**src/rtl/exc_pkg.sv**
```systemverilog
package exc_pkg;
  localparam int NUM_ENG = 2;
  localparam int NUM_SRC = 8;

  // flag vector order
  localparam int SRC_MEM = 0;
  localparam int SRC_WD0 = 1;
  localparam int SRC_WD1 = 2;
  localparam int SRC_FW0 = 3;
  localparam int SRC_FW1 = 4;
  localparam int SRC_IL0 = 5;
  localparam int SRC_IL1 = 6;
  localparam int SRC_MIS = 7;

  // register bit positions
  localparam int B_CLR    = 31;
  localparam int B_MEM    = 30;
  localparam int B_WD0    = 29;
  localparam int B_WD1    = 28;
  localparam int B_FW0    = 27;
  localparam int B_FW1    = 26;
  localparam int B_IL0    = 25;
  localparam int B_IL1    = 24;
  localparam int B_SZ_LO  = 16;
  localparam int SZ_W     = 5;
  localparam int B_MIS    = 10;
  localparam int B_MIS_EN = 9;
endpackage

```
**src/rtl/exc_flag_bank.sv**
```systemverilog
module exc_flag_bank #(
  parameter int W = 8
) (
  input  logic         clk_i,
  input  logic         rst_ni,
  input  logic [W-1:0] set_i,
  input  logic         clr_i,
  output logic [W-1:0] flag_o
);
  logic [W-1:0] flag_q;

  for (genvar i = 0; i < W; i++) begin : g_flag
    always_ff @(posedge clk_i or negedge rst_ni) begin
      if (!rst_ni)        flag_q[i] <= 1'b0;
      else if (set_i[i])  flag_q[i] <= 1'b1;  // event beats clear
      else if (clr_i)     flag_q[i] <= 1'b0;
    end


    flag_hold_chk: assert property (@(posedge clk_i) disable iff (!rst_ni)
      (flag_q[i] && !clr_i) |=> flag_q[i]);

    set_wins_chk: assert property (@(posedge clk_i) disable iff (!rst_ni)
      set_i[i] |=> flag_q[i]);

    clr_drop_chk: assert property (@(posedge clk_i) disable iff (!rst_ni)
      (clr_i && !set_i[i]) |=> !flag_q[i]);
  end

  assign flag_o = flag_q;
endmodule

```
**src/rtl/exc_csr_map.sv**
```systemverilog
module exc_csr_map
  import exc_pkg::*;
#(
  parameter logic [SZ_W-1:0] SIZE_CFG = 5'd8
) (
  input  logic               clk_i,
  input  logic               rst_ni,
  input  logic               we_i,
  input  logic               wr_clr_i,
  input  logic               wr_en_i,
  input  logic [NUM_SRC-1:0] flag_i,
  output logic               clr_o,
  output logic               mis_en_o,
  output logic [31:0]        rdata_o
);
  logic mis_en_q;

  always_ff @(posedge clk_i or negedge rst_ni) begin
    if (!rst_ni)   mis_en_q <= 1'b0;
    else if (we_i) mis_en_q <= wr_en_i;
  end

  assign clr_o    = we_i & wr_clr_i;
  assign mis_en_o = mis_en_q;

  always_comb begin
    rdata_o = '0;
    rdata_o[B_MEM] = flag_i[SRC_MEM];
    rdata_o[B_WD0] = flag_i[SRC_WD0];
    rdata_o[B_WD1] = flag_i[SRC_WD1];
    rdata_o[B_FW0] = flag_i[SRC_FW0];
    rdata_o[B_FW1] = flag_i[SRC_FW1];
    rdata_o[B_IL0] = flag_i[SRC_IL0];
    rdata_o[B_IL1] = flag_i[SRC_IL1];
    rdata_o[B_SZ_LO +: SZ_W] = SIZE_CFG;
    rdata_o[B_MIS]    = flag_i[SRC_MIS];
    rdata_o[B_MIS_EN] = mis_en_q;
  end


  en_hold_chk: assert property (@(posedge clk_i) disable iff (!rst_ni)
    !we_i |=> $stable(mis_en_q));

  en_load_chk: assert property (@(posedge clk_i) disable iff (!rst_ni)
    we_i |=> (mis_en_q == $past(wr_en_i)));
endmodule

```
**src/rtl/exc_status_reg.sv**
```systemverilog
module exc_status_reg
  import exc_pkg::*;
#(
  parameter logic [SZ_W-1:0] SIZE_CFG = 5'd8
) (
  input  logic               clk_i,
  input  logic               rst_ni,
  input  logic               mem_rd_err_i,
  input  logic               mem_rd_by_eng_i,
  input  logic [NUM_ENG-1:0] wdog_to_i,
  input  logic [NUM_ENG-1:0] fw_exc_i,
  input  logic [NUM_ENG-1:0] illegal_i,
  input  logic               sig_mis_i,
  input  logic               reg_we_i,
  input  logic [31:0]        reg_wdata_i,
  output logic [31:0]        reg_rdata_o,
  output logic               exc_req_o
);
  logic [NUM_SRC-1:0] ev, flags;
  logic clr, mis_en;
  logic unused_wdata;

  assign unused_wdata = ^{reg_wdata_i[30:10], reg_wdata_i[8:0]};

  always_comb begin
    ev = '0;
    ev[SRC_MEM] = mem_rd_err_i & mem_rd_by_eng_i;  // host reads not logged
    ev[SRC_WD0] = wdog_to_i[0];
    ev[SRC_WD1] = wdog_to_i[1];
    ev[SRC_FW0] = fw_exc_i[0];
    ev[SRC_FW1] = fw_exc_i[1];
    ev[SRC_IL0] = illegal_i[0];
    ev[SRC_IL1] = illegal_i[1];
    ev[SRC_MIS] = sig_mis_i;
  end

  exc_flag_bank #(.W(NUM_SRC)) u_flags (
    .clk_i  (clk_i),
    .rst_ni (rst_ni),
    .set_i  (ev),
    .clr_i  (clr),
    .flag_o (flags)
  );

  exc_csr_map #(.SIZE_CFG(SIZE_CFG)) u_csr (
    .clk_i    (clk_i),
    .rst_ni   (rst_ni),
    .we_i     (reg_we_i),
    .wr_clr_i (reg_wdata_i[B_CLR]),
    .wr_en_i  (reg_wdata_i[B_MIS_EN]),
    .flag_i   (flags),
    .clr_o    (clr),
    .mis_en_o (mis_en),
    .rdata_o  (reg_rdata_o)
  );

  assign exc_req_o = (|flags[SRC_IL1:SRC_MEM]) | (flags[SRC_MIS] & mis_en);


  host_err_chk: assert property (@(posedge clk_i) disable iff (!rst_ni)
    (mem_rd_err_i && !mem_rd_by_eng_i && !reg_rdata_o[B_MEM]) |=> !reg_rdata_o[B_MEM]);

  req_rise_chk: assert property (@(posedge clk_i) disable iff (!rst_ni)
    $rose(exc_req_o) |-> $past((|ev) || reg_we_i));

  rsvd_zero_chk: assert property (@(posedge clk_i) disable iff (!rst_ni)
    reg_we_i |=> (reg_rdata_o[B_CLR] == 1'b0 && reg_rdata_o[23:21] == 3'b0));
endmodule

```
**config.mk**
```make
export PLATFORM = sky130hd
export DESIGN_NAME = exc_status_reg
export DESIGN_NICKNAME = d
export VERILOG_FILES = /design/src/rtl/exc_pkg.sv /design/src/rtl/exc_flag_bank.sv /design/src/rtl/exc_csr_map.sv /design/src/rtl/exc_status_reg.sv
export SDC_FILE = /design/constraint.sdc
export NUM_CORES = 1
export LEC_CHECK = 0
export ABC_CLOCK_PERIOD_IN_PS = 2000
export BUFFER_PORTS_ARGS = -buffer_cell sky130_fd_sc_hd__buf_2
export CORE_MARGIN = 1
export CORE_UTILIZATION = 30
export CTS_BUF_LIST = sky130_fd_sc_hd__clkbuf_8 sky130_fd_sc_hd__clkbuf_16
export CTS_CLUSTER_DIAMETER = 200
export CTS_CLUSTER_SIZE = 16
export DETAILED_ROUTE_END_ITERATION = 10
export PLACE_DENSITY_LB_ADDON = 0.1
export SETUP_SLACK_MARGIN = 0.2
export SYNTH_ARGS = -nofsm -noshare
export SYNTH_HDL_FRONTEND = slang
export SYNTH_SLANG_ARGS = --single-unit
export TNS_END_PERCENT = 100
```
**constraint.sdc**
```tcl
create_clock -name clk_i -period 2 [get_ports clk_i]
set_input_delay 0.4 -clock clk_i [delete_from_list [all_inputs] [get_ports clk_i]]
set_output_delay 0.4 -clock clk_i [all_outputs]
set_load 0.05 [all_outputs]
```
==> impl_results.md, run 1 <==
- Status: finished clean
- Antenna cell count: 0
- Pwr dens: 1008 nW/um2
- Pin count of the biggest net entering global routing: 10
- CTS H-Tree Depth: 1
- Syn avg cell area: 10.44 um2
- M3 GR Usage: under 10%
- GP Congestion: 0.6235
- # DRC: 0
- Tmin final: roughly 1600 ps
- Leak: 0.3195 nW
- Core Region: roughly 1500 um2
- Cell variety after synth: 11
- Largest family of logic cells by synthesized area: buffers and inverters
- GR peak layer: met2
- Arrival @ worst endpoint: 1230 ps
- Clock latency on the worst-skew pair: 220 ps
- Antenna violations before repair: 0
- GR Layer Usage met1: 11.70%
- GRT Util Overall: about a tenth
- Post-synthesis simple-gate area fraction: 5.134%
- Synth Area in Adders: 0%
- Dpl hpwl: 668.8 um
- Post-synthesis mux area share: under 10%
- Compound-cell area share of the yosys netlist: a little under an eighth
- Number of I/O port buffers: 23
- Die ar.: 1875 um2
- WL/cell: 9.202 um
- Initial Util: 33.20%
- Crit Path Max Fanout: 3
- Setup TNS: 0 ps
- Area of placed instances: 545.5 um2
- Fillers: about 170
- Setup WS post-layout: 368.0 ps
- Share of cells above drive strength 1: 38.36%
- DRT iter0 DRCs: 1
- Setup WS pre-CTS: 575.4 ps
- Reg clk slew, reported paths: about 40 ps
- Fin Hold WS: approximately 21 ps
- Synthesized area: 511.7 um2
- Seq/Total Area, Yosys: about 44%
- RSZ-0062 raised after global routing: no
- Yosys warnings: 0
- # Max-Cap Violations: 0
- Combinational Power Share: 32.0%
- Switching pwr: 0.2375 mW
- CTS Root Cell: clkbuf_8
- Final setup vio count: 0
- Vias in the first global route: roughly 310
- Critical path capture point type: output port
- Synth Area in XOR/XNOR: 0%
- Sequential share of power: 34.7%
- Final #Nets: 118
- Avg Vias per Cell: 3.966
- Hold_buf cts: 0
- Die Y: 43.30 um
- Cts bufs inserted: 3
- Critical Path RT: 1600 ps
- Clock tree sinks: 9
- Post-synthesis cell count: roughly 50
- Area grow syn2layout: 15.40%
- Vias: approximately 350
- Finished Cell Area: around 600 um2
- Detail Route Antenna Nets: 0
- Placed cells: 85
- Sw Ratio: 39.88%
- Total grt overflow: 0
- Final Core Density: 38.31%
- CTS tree: yes
- R2R cell count: 1
- Power Internal: 0.3580 mW
- Power share of the clock group: 33.2%
- Layout Cells excl Fill: just under 90
- IO Count: 77
- Worst hold-check path type: primary input to async pin
- Critical Path Source Type: flip-flop
- Yosys reg bits: 9
- Post-CTS Resized: 0
- Setup Fix Bufs, Post-CTS: 0
- Final period util: 81.60%
- Met2 Use GR: 15.52%
- Clock tree buffer depth: 2
- TritonRoute pass-1 iters: 2
- Drt total wl: 819 um
- Global-route wire length before repair: roughly 1.3 mm
- Most frequent cells in the layout: conb_1, buf_2, dfrtp_1
- Chip width: 43.30 um
- Total power: 0.5956 mW
- Worst VDD drop: about 0.46 mV
- Final hold vios: 0
- Count of pins over their slew limit: 0
- CP Class: flip-flop to output port
- Worst Skew: 0 ps
- Fmax: 0.6127 GHz
- Rows: 14
-- area by class of cell --
cell class / count / area, um2 / share of cell area, %
flip-flops and latches: 9 / 225.2 / 38.14
clock inverters: 1 / 3.754 / 0.6356
repair buffers: 23 / 115.1 / 19.49
well taps: 16 / 20.02 / 3.390
multi-input cells: 37 / 185.2 / 31.36
clock buffers: 3 / 41.29 / 6.992
-- final timing paths --
path	start	to	slack, ps
max in group asynchronous	rst_ni	u_csr.mis_en_o	1800
hold reg to reg	u_flags.flag_o[6]	u_flags.flag_o[6]	500
hold / removal	rst_ni	u_flags.flag_o[3]	20
setup / recovery	u_flags.flag_o[1]	exc_req_o	370
min in group clk_i	wdog_to_i[0]	u_flags.flag_o[1]	350
setup reg to reg	u_csr.mis_en_o	u_csr.mis_en_o	1230
-- cells in the mapped netlist --
cell type  instances  area (um2)
a21o_1             7       52.55
nor4_1             1       6.260
nand3_1            1       5.000
nand2_1            1       3.750
mux2_2             1       11.26
nor3_1             1       5.000
nand2_2            1       6.260
conb_1             2       7.510
a22o_1             1       8.760
buf_4             24       180.2
dfrtp_1            9       225.2
-- metal layers --
layer | part of all wire, % | vias up | wire length (um)
li1 | - | 161 | -
met5 | 0 | - | 0
met4 | 0 | 0 | 0
met1 | 43 | 165 | 349
met3 | 9.9 | 0 | 81
met2 | 47 | 27 | 388
-- critical path, cell delays in order, from the launching register on --
cell	delay, ps
dfrtp_1	390
nor4_1	280
nand3_1	110
buf_2	230
-- power by group through the flow --
stage	registers [mW]	clock network (mW)	logic, mW
after floorplan	0.250	0	0.154
after global placement	0.210	0	0.190
after detailed placement	0.210	0	0.191
after CTS	0.207	0.208	0.191
after global routing	0.209	0.222	0.198
final	0.207	0.198	0.191
-- state kept, by name (all words and copies together), names as in the netlist --
signal and count:
u_csr.mis_en_o 1, u_flags.flag_o 8
-- logic make-up (layout without fill, tap and decap cells) --
family,count (synthesis),in the layout
AO/OA/AOI/OAI,8,8
buffers and inverters,24,27
flip-flops,9,9
AND/OR/NAND/NOR,5,5
multiplexers,1,1
other,2,23
No activity file was read; power rests on OpenSTA's default activity.
==> inputs of run 2 (changes only) <==
--- a/config.mk
+++ b/config.mk
@@ -5,10 +5,10 @@
 export SDC_FILE = /design/constraint.sdc
 export NUM_CORES = 1
 export LEC_CHECK = 0
-export ABC_CLOCK_PERIOD_IN_PS = 2000
+export ABC_CLOCK_PERIOD_IN_PS = 1550
 export BUFFER_PORTS_ARGS = -buffer_cell sky130_fd_sc_hd__buf_2
 export CORE_MARGIN = 1
-export CORE_UTILIZATION = 30
+export CORE_UTILIZATION = 28
 export CTS_BUF_LIST = sky130_fd_sc_hd__clkbuf_8 sky130_fd_sc_hd__clkbuf_16
 export CTS_CLUSTER_DIAMETER = 200
 export CTS_CLUSTER_SIZE = 16
==> constraint.sdc (replaced) <==
create_clock -name clk_i -period 1.55 [get_ports clk_i]
set_input_delay 0.31 -clock clk_i [delete_from_list [all_inputs] [get_ports clk_i]]
set_output_delay 0.31 -clock clk_i [all_outputs]
set_load 0.05 [all_outputs]
==> run 2 against run 1 <==
  * Clock skew unchanged
  * First-iteration DRC count rose to 4.0 times the previous value
  * Clock power up 30%
  * Die area up 6.8%
  * Critical endpoint unchanged
  * Largest cell class unchanged
  * Largest power group unchanged
  * Highest routed layer unchanged
==> impl_results.md, run 2 (synthesized netlist as in run 1, its figures left out) <==
- CP Class: flip-flop to output port
- # DRC: 0
- Antenna cell count: 0
- GP Congestion: between 0.5 and 0.6
- Hold Crit Depth: 2
- Storage cell area: ~230 um2
- Die ar.: 2003 um2
- Fin Hold WS: 257.7 ps
- Die Y: 44.75 um
- Worst hold-check path type: primary input to flip-flop
- Core Region: roughly 1700 um2
- Worst VDD drop: about 0.49 mV
- Final period util: 97.69%
- Vias: ~360
- Count of pins over their slew limit: 0
- Setup WS post-layout: 35.76 ps
- TritonRoute pass-1 iters: 4
- Critical Path Source Type: flip-flop
- Multi-input logic area: roughly 210 um2
- Max reg flops: 8
- Vias in the first global route: 300
- Clock tree sinks: 9
- Pin count of the biggest net entering global routing: 10
- Hold endpoint: u_flags.flag_o[2]
- Finished Cell Area: between 600 and 700 um2
- Clock latency on the worst-skew pair: 230 ps
- Slowest Stage Delay on Critical Path: 410 ps
- WL/cell: 7.890 um
- RSZ-0062 raised after global routing: yes
- Placed cells: 94
- IO Count: just under 80
- DRT iter0 DRCs: 4
- Area of placed instances: 571.8 um2
- Rows: 15
- Pwr dens: 1194 nW/um2
- Setup WS pre-CTS: 202.0 ps
- Cts bufs inserted: 3
- CTS H-Tree Depth: 1
- CTS tree: yes
- Critical Path RT: 1240 ps
- Initial Util: 29.64%
- Global-route wire length before repair: 1.317 mm
- Leak: 0.3386 nW
- Hold Startpoint: wdog_to_i[1]
- Share of cells above drive strength 1: 45.33%
- Fillers: ~190
- Slowest cell on the critical path: dfrtp_2
- Worst Skew: 0 ps
- Arrival @ worst endpoint: 1200 ps
- CTS Root Cell: clkbuf_8
- Tmin final: about 1500 ps
- Reg clk slew, reported paths: 40 ps
- Final #Nets: 120
- Critical path capture point type: output port
- Commonest non-fill, non-tap cell in the layout: conb_1
- Crit Path Max Fanout: 2
- Dpl hpwl: roughly 630 um
- Reg-to-reg setup timing slack: 750 ps
- Detail Route Antenna Nets: 0
- Area grow syn2layout: 27.63%
- Clock tree buffer depth: 2
- Layout Cells excl Fill: 100
- Chip width: 44.75 um
- Avg Vias per Cell: 3.630
- Number of I/O port buffers: 23
- GRT Util Overall: between 9 and 10%
- Fmax: 0.6604 GHz
- # Max-Cap Violations: 0
- Status: finished clean
- Final setup vio count: 0
- Drt total wl: around 800 um
- Reg-to-reg endpoint: u_flags.flag_o[4]
- Final hold vios: 0
- Antenna violations before repair: 0
- Launching point of the worst reg2reg path: u_flags.flag_o[4]
- Total grt overflow: 0
- Worst-path cell chain: nor4_4 > nand3_2 > buf_8
- R2R cell count: 2
- Setup TNS: 0 ps
- Most frequent cells in the layout: conb_1, buf_2, a21o_1
run 2: repair_timing:
action                                 in CTS  in global routing
endpoints found under the hold margin       9                  0
buffers inserted                            1                  0
pin swaps                                   2                  0
resized for setup                           4                  0
setup endpoints to repair                   1                  1
hold buffers                                1                  0
run 2: layout make-up:
class	instances	share of cell area, %
clock buffers	3	6.322
clock inverters	1	0.5747
repair buffers	25	21.84
multi-input cells	37	31.42
well taps	25	4.789
flip-flops and latches	9	35.06
run 2: power breakdown:
| part | switching, mW | internal, mW | leakage, nW |
|---|---|---|---|
| sequential | 0.0168 | 0.255 | 0.0913 |
| combinational | 0.209 | 0.0405 | 0.220 |
| clock | 0.0861 | 0.172 | 0.0269 |
run 2: per-stage QoR:
step                power [mW]  util [%]
finish                  0.7795     37.83
global route            0.8212     37.83
CTS                     0.7922     37.83
detailed placement      0.5196     33.12
global placement        0.5195     33.12
floorplan               0.5239         -
run 2: worst max path at each step:
| stage | start | end | slack (ps) | cells after the start |
|---|---|---|---|---|
| floorplan | u_flags.flag_o[1] | exc_req_o | 120 | 2 |
| global placement | u_flags.flag_o[1] | exc_req_o | 220 | 3 |
| detailed placement | u_flags.flag_o[1] | exc_req_o | 200 | 3 |
| CTS | u_flags.flag_o[4] | exc_req_o | 10 | 3 |
| global route | u_flags.flag_o[4] | exc_req_o | -3 | 3 |
| finish | u_flags.flag_o[4] | exc_req_o | 40 | 3 |
run 2: worst max-delay path, delay by kind of cell (launching register included):
| kind | cells | cell delay, ps |
|---|---|---|
| flip-flops | 1 | 410 |
| AND/OR/NAND/NOR | 2 | 400 |
| buffers and inverters | 1 | 160 |
run 2: layer usage:
metal  global-route usage (%)  vias to the layer above  share of wire (%)
li1                         -                      169                  -
met2                    12.65                       27                 46
met4                    7.273                        0                  0
met5                        0                        -                  0
met3                    4.400                        0                 11
met1                    12.56                      167                 44
